**src/rtl/pfill_pkg.sv**
```systemverilog
package pfill_pkg;

    typedef enum logic [1:0] {
        ST_IDLE  = 2'd0,
        ST_ARMED = 2'd1,
        ST_WAIT  = 2'd2,
        ST_FILL  = 2'd3
    } fill_state_e;

    typedef enum logic {
        PAT_BLANK = 1'b0,
        PAT_CHECK = 1'b1
    } fill_pat_e;

    typedef struct packed {
        fill_state_e state;
        fill_pat_e   pat;
        logic        done;
    } ctrl_regs_t;

endpackage

```
**src/rtl/pfill_addr_gen.sv**
```systemverilog
module pfill_addr_gen #(
    parameter int NUM_COLS  = 102,
    parameter int NUM_PAGES = 8,
    localparam int COL_W    = $clog2(NUM_COLS),
    localparam int PAGE_W   = $clog2(NUM_PAGES)
) (
    input  logic              clk,
    input  logic              rst_n,
    input  logic              step,
    output logic [COL_W-1:0]  col,
    output logic [PAGE_W-1:0] page,
    output logic              last
);

    localparam logic [COL_W-1:0]  COL_MAX  = COL_W'(NUM_COLS - 1);
    localparam logic [PAGE_W-1:0] PAGE_MAX = PAGE_W'(NUM_PAGES - 1);

    typedef struct packed {
        logic [COL_W-1:0]  col;
        logic [PAGE_W-1:0] page;
    } addr_regs_t;

    addr_regs_t a_d, a_q;

    always_comb begin
        a_d = a_q;
        if (!step) begin
            a_d = '0;
        end else if (a_q.col == COL_MAX) begin
            a_d.col  = '0;
            a_d.page = (a_q.page == PAGE_MAX) ? '0 : a_q.page + 1'b1;
        end else begin
            a_d.col = a_q.col + 1'b1;
        end
    end

    always_ff @(posedge clk or negedge rst_n) begin
        if (!rst_n) a_q <= '0;
        else        a_q <= a_d;
    end

    assign col  = a_q.col;
    assign page = a_q.page;
    assign last = (a_q.col == COL_MAX) && (a_q.page == PAGE_MAX);


    col_range_chk: assert property (@(posedge clk) disable iff (!rst_n)
        (a_q.col <= COL_MAX) && (a_q.page <= PAGE_MAX));


    col_advance_chk: assert property (@(posedge clk) disable iff (!rst_n)
        (step && a_q.col != COL_MAX) |=> (a_q.col == COL_W'($past(a_q.col) + 1'b1))
                                          && $stable(a_q.page));


    page_advance_chk: assert property (@(posedge clk) disable iff (!rst_n)
        (step && a_q.col == COL_MAX && a_q.page != PAGE_MAX) |=>
            (a_q.col == '0) && (a_q.page == PAGE_W'($past(a_q.page) + 1'b1)));

endmodule

```
**src/rtl/pfill_pattern.sv**
```systemverilog
module pfill_pattern
    import pfill_pkg::*;
#(
    parameter int DATA_W = 8
) (
    input  fill_pat_e          pat,
    input  logic               col_odd,
    output logic [DATA_W-1:0]  data
);

    localparam logic [DATA_W-1:0] EVEN_WORD = {(DATA_W / 2){2'b01}};
    localparam logic [DATA_W-1:0] ODD_WORD  = ~EVEN_WORD;

    always_comb begin
        if (pat == PAT_CHECK) data = col_odd ? ODD_WORD : EVEN_WORD;
        else                  data = '0;
    end

endmodule

```
**src/rtl/pfill_ctrl.sv**
```systemverilog
module pfill_ctrl
    import pfill_pkg::*;
(
    input  logic      clk,
    input  logic      rst_n,
    input  logic      cmd_valid,
    input  logic      cmd_pat,
    input  logic      pwr_down,
    input  logic      last_edge,
    input  logic      fill_last,
    output logic      fill_active,
    output logic      busy,
    output logic      done,
    output fill_pat_e pat
);

    ctrl_regs_t r_d, r_q;

    always_comb begin
        r_d      = r_q;
        r_d.done = 1'b0;
        unique case (r_q.state)
            ST_IDLE: begin
                if (cmd_valid && !pwr_down) begin
                    r_d.pat   = fill_pat_e'(cmd_pat);
                    r_d.state = last_edge ? ST_WAIT : ST_ARMED;
                end
            end
            ST_ARMED: begin
                if (last_edge) r_d.state = ST_WAIT;
            end
            ST_WAIT: begin
                r_d.state = ST_FILL;
            end
            ST_FILL: begin
                if (fill_last) begin
                    r_d.state = ST_IDLE;
                    r_d.done  = 1'b1;
                end
            end
            default: r_d.state = ST_IDLE;
        endcase
    end

    always_ff @(posedge clk or negedge rst_n) begin
        if (!rst_n) r_q <= '{state: ST_IDLE, pat: PAT_BLANK, done: 1'b0};
        else        r_q <= r_d;
    end

    assign fill_active = (r_q.state == ST_FILL);
    assign busy        = (r_q.state != ST_IDLE);
    assign done        = r_q.done;
    assign pat         = r_q.pat;


    pd_drop_chk: assert property (@(posedge clk) disable iff (!rst_n)
        (r_q.state == ST_IDLE && cmd_valid && pwr_down) |=> !busy);


    start_latency_chk: assert property (@(posedge clk) disable iff (!rst_n)
        $rose(fill_active) |-> ($past(r_q.state) == ST_WAIT));


    pat_hold_chk: assert property (@(posedge clk) disable iff (!rst_n)
        (busy && cmd_valid) |=> $stable(r_q.pat));


    done_pulse_chk: assert property (@(posedge clk) disable iff (!rst_n)
        done |-> (!busy && $past(fill_active)));


    done_single_chk: assert property (@(posedge clk) disable iff (!rst_n)
        done |=> !done);

endmodule

```
**src/rtl/pfill_engine.sv**
```systemverilog
module pfill_engine
    import pfill_pkg::*;
#(
    parameter int NUM_COLS  = 102,
    parameter int NUM_PAGES = 8,
    parameter int DATA_W    = 8,
    localparam int COL_W    = $clog2(NUM_COLS),
    localparam int PAGE_W   = $clog2(NUM_PAGES)
) (
    input  logic              clk,
    input  logic              rst_n,
    input  logic              cmd_valid,
    input  logic              cmd_pat,
    input  logic              pwr_down,
    input  logic              last_edge,
    output logic [COL_W-1:0]  wr_col,
    output logic [PAGE_W-1:0] wr_page,
    output logic [DATA_W-1:0] wr_data,
    output logic              wr_en,
    output logic              busy,
    output logic              done
);

    logic      fill_active;
    logic      fill_last;
    fill_pat_e pat;

    pfill_ctrl u_ctrl (
        .clk         (clk),
        .rst_n       (rst_n),
        .cmd_valid   (cmd_valid),
        .cmd_pat     (cmd_pat),
        .pwr_down    (pwr_down),
        .last_edge   (last_edge),
        .fill_last   (fill_last),
        .fill_active (fill_active),
        .busy        (busy),
        .done        (done),
        .pat         (pat)
    );

    pfill_addr_gen #(
        .NUM_COLS  (NUM_COLS),
        .NUM_PAGES (NUM_PAGES)
    ) u_addr (
        .clk   (clk),
        .rst_n (rst_n),
        .step  (fill_active),
        .col   (wr_col),
        .page  (wr_page),
        .last  (fill_last)
    );

    pfill_pattern #(
        .DATA_W (DATA_W)
    ) u_pat (
        .pat     (pat),
        .col_odd (wr_col[0]),
        .data    (wr_data)
    );

    assign wr_en = fill_active;


    no_gap_chk: assert property (@(posedge clk) disable iff (!rst_n)
        (wr_en && !fill_last) |=> wr_en);


    first_addr_chk: assert property (@(posedge clk) disable iff (!rst_n)
        $rose(wr_en) |-> (wr_col == '0 && wr_page == '0));


    check_alt_chk: assert property (@(posedge clk) disable iff (!rst_n)
        (wr_en && pat == PAT_CHECK && wr_col != '0) |-> (wr_data == ~$past(wr_data)));

endmodule

```
**config.mk**
```make
export PLATFORM = sky130hd
export DESIGN_NAME = pfill_engine
export DESIGN_NICKNAME = d
export VERILOG_FILES = /design/src/rtl/pfill_pkg.sv /design/src/rtl/pfill_addr_gen.sv /design/src/rtl/pfill_pattern.sv /design/src/rtl/pfill_ctrl.sv /design/src/rtl/pfill_engine.sv
export SDC_FILE = /design/constraint.sdc
export NUM_CORES = 1
export LEC_CHECK = 0
export ABC_AREA = 1
export BUFFER_PORTS_ARGS = -buffer_cell sky130_fd_sc_hd__buf_2
export CORE_MARGIN = 4
export CORE_UTILIZATION = 26
export CTS_BUF_LIST = sky130_fd_sc_hd__clkbuf_4
export DETAILED_ROUTE_END_ITERATION = 16
export MAX_ROUTING_LAYER = met4
export PLACE_DENSITY = 0.45
export RECOVER_POWER = 50
export SYNTH_ARGS = -nofsm -noshare
export SYNTH_HDL_FRONTEND = slang
export SYNTH_SLANG_ARGS = --single-unit
```
**constraint.sdc**
```tcl
create_clock -name clk -period 1.47 [get_ports clk]
set_clock_uncertainty 0.15 [all_clocks]
set_input_delay 0.147 -clock clk [delete_from_list [all_inputs] [get_ports clk]]
set_output_delay 0.147 -clock clk [all_outputs]
set_load 0.01 [all_outputs]
```
==> flow_metrics.env <==
export IMPL_num_antenna_cells=0
export IMPL_timing_rr_end="u_ctrl.r_q[3]"
export IMPL_clock_latency_ns=0.28
export IMPL_final_util_pct=38.0
export IMPL_worstRegToRegCells=7
export IMPL_worstPathMaxFanout=3
export IMPL_route_detailed_drc=0
export IMPL_criticalPathCategory="reg -> out"
export IMPL_fin_area_um2=1200
export IMPL_multi_input_area_um2=478
export IMPL_portBuffers=26
export IMPL_synthTopCellsByArea="dfrtp_1 (40%), ha_1 (11%), nand2_1 (8.5%)"
export IMPL_gr_total_overflow=0
export IMPL_grt_antenna_before_repair=0
export IMPL_syn_nets=118
export IMPL_synth_cell_types=19
export IMPL_numCtsBuffers=3
export IMPL_die_area_um2=4390
export IMPL_regArea_um2=350
export IMPL_nFillCells=366
export IMPL_whs_path_depth=4
export IMPL_total_power_mw=1.19
export IMPL_rsz0062_at_grt="true"
export IMPL_syn_to_final_growth_pct=35.6
export IMPL_dp_cells=171
export IMPL_avgRoutedWirePerCell_um=10.6
export IMPL_cts_sinks=14
export IMPL_yosysSeqAreaShare_pct=39.7
export IMPL_yosysWarnings=0
export IMPL_die_x_um=66.3
export IMPL_syn_area_um2=883
export IMPL_avgSynthCellArea_um2=8.49
export IMPL_final_cells=182
export IMPL_routabilityCongestion=0.748
export IMPL_cts_tree="yes"
export IMPL_hold_viol=0
export IMPL_first_pass_iters=4
export IMPL_via_per_inst=4.13
export IMPL_grt_pass1_wl_um=3100
export IMPL_synth_seq_cells=14
export IMPL_holdWs_ns=0.0372
export IMPL_grt_pass1_vias=695
export IMPL_coreArea_um2=3150
export IMPL_synth_cells=104
export IMPL_power_leakage_nw=0.607
export IMPL_peakVddDrop_v=0.000406
export IMPL_wl_um=1940
export IMPL_reg2reg_from="u_ctrl.r_q[3]"
export IMPL_ff2ff_setup_slack_ns=0.03
export IMPL_drive_gt1_share_pct=39.9
export IMPL_tightest_slew_ns=0.786
export IMPL_worst_endpoint_arrival_ns=1.16
export IMPL_die_h_um=66.3
export IMPL_hp_class="in -> reg"
export IMPL_placed_area_um2=1040
export IMPL_grtUsageTotal_pct=9.48
export IMPL_clock_tree_buffer_depth=2
export IMPL_initial_core_util_pct=28.0
export IMPL_post_route_min_period_ns=1.46
export IMPL_endpoint_kind="output pin"
export IMPL_place_hpwl_um=1390
export IMPL_slowest_stage="dfrtp_1"
export IMPL_fmax_mhz=686
export IMPL_synth_top_area_share_pct=39.7
export IMPL_critPathRequiredTime_ns=1.17
export IMPL_placementRows=20
export IMPL_min_from="last_edge"
export IMPL_cp_start_kind="register"
export IMPL_finalMaxSlewViolations=0
export IMPL_finalCritPeriodShare_pct=99.2
export IMPL_min_to="u_ctrl.r_q[2]"
export IMPL_grt_max_degree=15
export IMPL_clock_root_buffer="clkbuf_4"
export IMPL_io_pins=27
export IMPL_power_per_cell_area_nw_per_um2=991
export IMPL_path_cells="buf_4 -> ha_4 -> buf_6"
export IMPL_crit_path_max_incr_delay_ns=0.42
export IMPL_clk_pin_slew_ns=0.09
export IMPL_nNetsFinal=153
export IMPL_max_slew_margin_pct=47.6
export IMPL_h_tree_depth=1
export IMPL_maxCapViolations=0
export IMPL_ant_nets=0
export IMPL_finalSetupViolations=0
export IMPL_yosys_area_top_type="dfrtp_1"
export IMPL_drt_initial_drc_count=31
export IMPL_num_vias=752
export IMPL_status="finished, final reports clean"
per-stage QoR:
stage	setup slack [ns]	setup TNS (ns)
6_report	0.0119	0
5_1_grt	-0.0759	-0.193
4_1_cts	0.00818	0
3_5_place_dp	0.00659	0
3_3_place_gp	0.0382	0
2_1_floorplan	0.0158	0
worst max-delay path: cells and delay by family (launching register included):
kind | cells | cell delay (ns)
flops | 1 | 0.42
fa+ha+maj | 1 | 0.17
buf+inv | 2 | 0.29
worst max path at each step:
stage,startpoint,endpoint,slack [ns],cells past startpoint
2_1_floorplan,u_ctrl.r_q[2],u_ctrl.r_q[2],0.02,8
3_3_place_gp,u_ctrl.r_q[2],u_ctrl.r_q[3],0.04,7
3_5_place_dp,u_addr.col[1],u_ctrl.r_q[2],0.007,9
4_1_cts,u_addr.col[1],u_ctrl.r_q[2],0.008,9
5_1_grt,u_addr.col[1],u_ctrl.r_q[3],-0.08,9
6_report,u_ctrl.r_q[3],wr_en,0.01,3
kinds of logic (layout without fill, tap and decap cells):
group,Yosys count,in the layout,share of synthesized area [%]
simple gates,51,52,30.6
compound gates,6,6,3.40
buf+inv,24,57,14.0
flops,14,14,39.7
fa+ha+maj,8,8,11.3
xor+xnor,1,1,0.992
area by class of cell:
type	instances	share of cell area, %
multi-input cells	67	39.9
flip-flops and latches	14	29.3
repair buffers	37	19.0
inverters	16	5.02
well taps	44	4.60
clock buffers	3	1.88
clock inverters	1	0.313
state kept, by name, summed over array words and instances (netlist names):
name         count
u_ctrl.done      1
u_addr.col       7
u_addr.page      3
u_ctrl.r_q       2
u_ctrl.pat       1
Yosys cell counts (all sizes together):
library cell / instances
nand2: 22
inv: 16
dfrtp: 14
nand3: 14
nor2: 13
buf: 8
ha: 8
a21oi: 4
o21ai: 2
nor3: 1
nor3b: 1
xnor2: 1
per-layer routing:
metal	GRT usage (%)	part of all wire, %
met1	11.5	46
met5	-	0
met4	4.57	2.0
met3	2.04	3.5
met2	14.9	49
where the power goes:
group,total [mW],internal (mW),leakage (nW),switching [mW]
Sequential,0.441,0.416,0.191,0.0247
Clock,0.236,0.0986,0.0154,0.137
Combinational,0.509,0.235,0.400,0.275
Total,1.19,0.750,0.607,0.436
cell usage in the layout (no fill, tap or decap):
cell,count
nand2_8,1
ha_1,5
buf_2,19
nand3_1,12
nand2_4,2
nand2_1,18
nand3_2,1
buf_6,3
dlygate4sd3_1,2
nor2_1,7
nor2_2,1
clkinv_1,1
buf_4,8
o21ai_0,2
inv_1,10
clkbuf_4,3
nand2_2,2
ha_2,1
clkbuf_1,5
nand3_4,1
nor2_4,5
dfrtp_1,14
a21oi_1,4
nor3_1,1
ha_4,2
xnor2_1,1
nor3b_1,1
inv_2,6
timing repair:
| action | CTS | global route |
|---|---|---|
| setup buffers | 5 | 0 |
| endpoints found under the hold margin | 15 | 0 |
| hold buffers | 2 | 0 |
| cloned | 0 | 1 |
| setup endpoints to repair | 7 | 14 |
| pin swaps | 3 | 2 |
| gates resized for setup | 8 | 11 |
(Power assumes the default switching activity.)
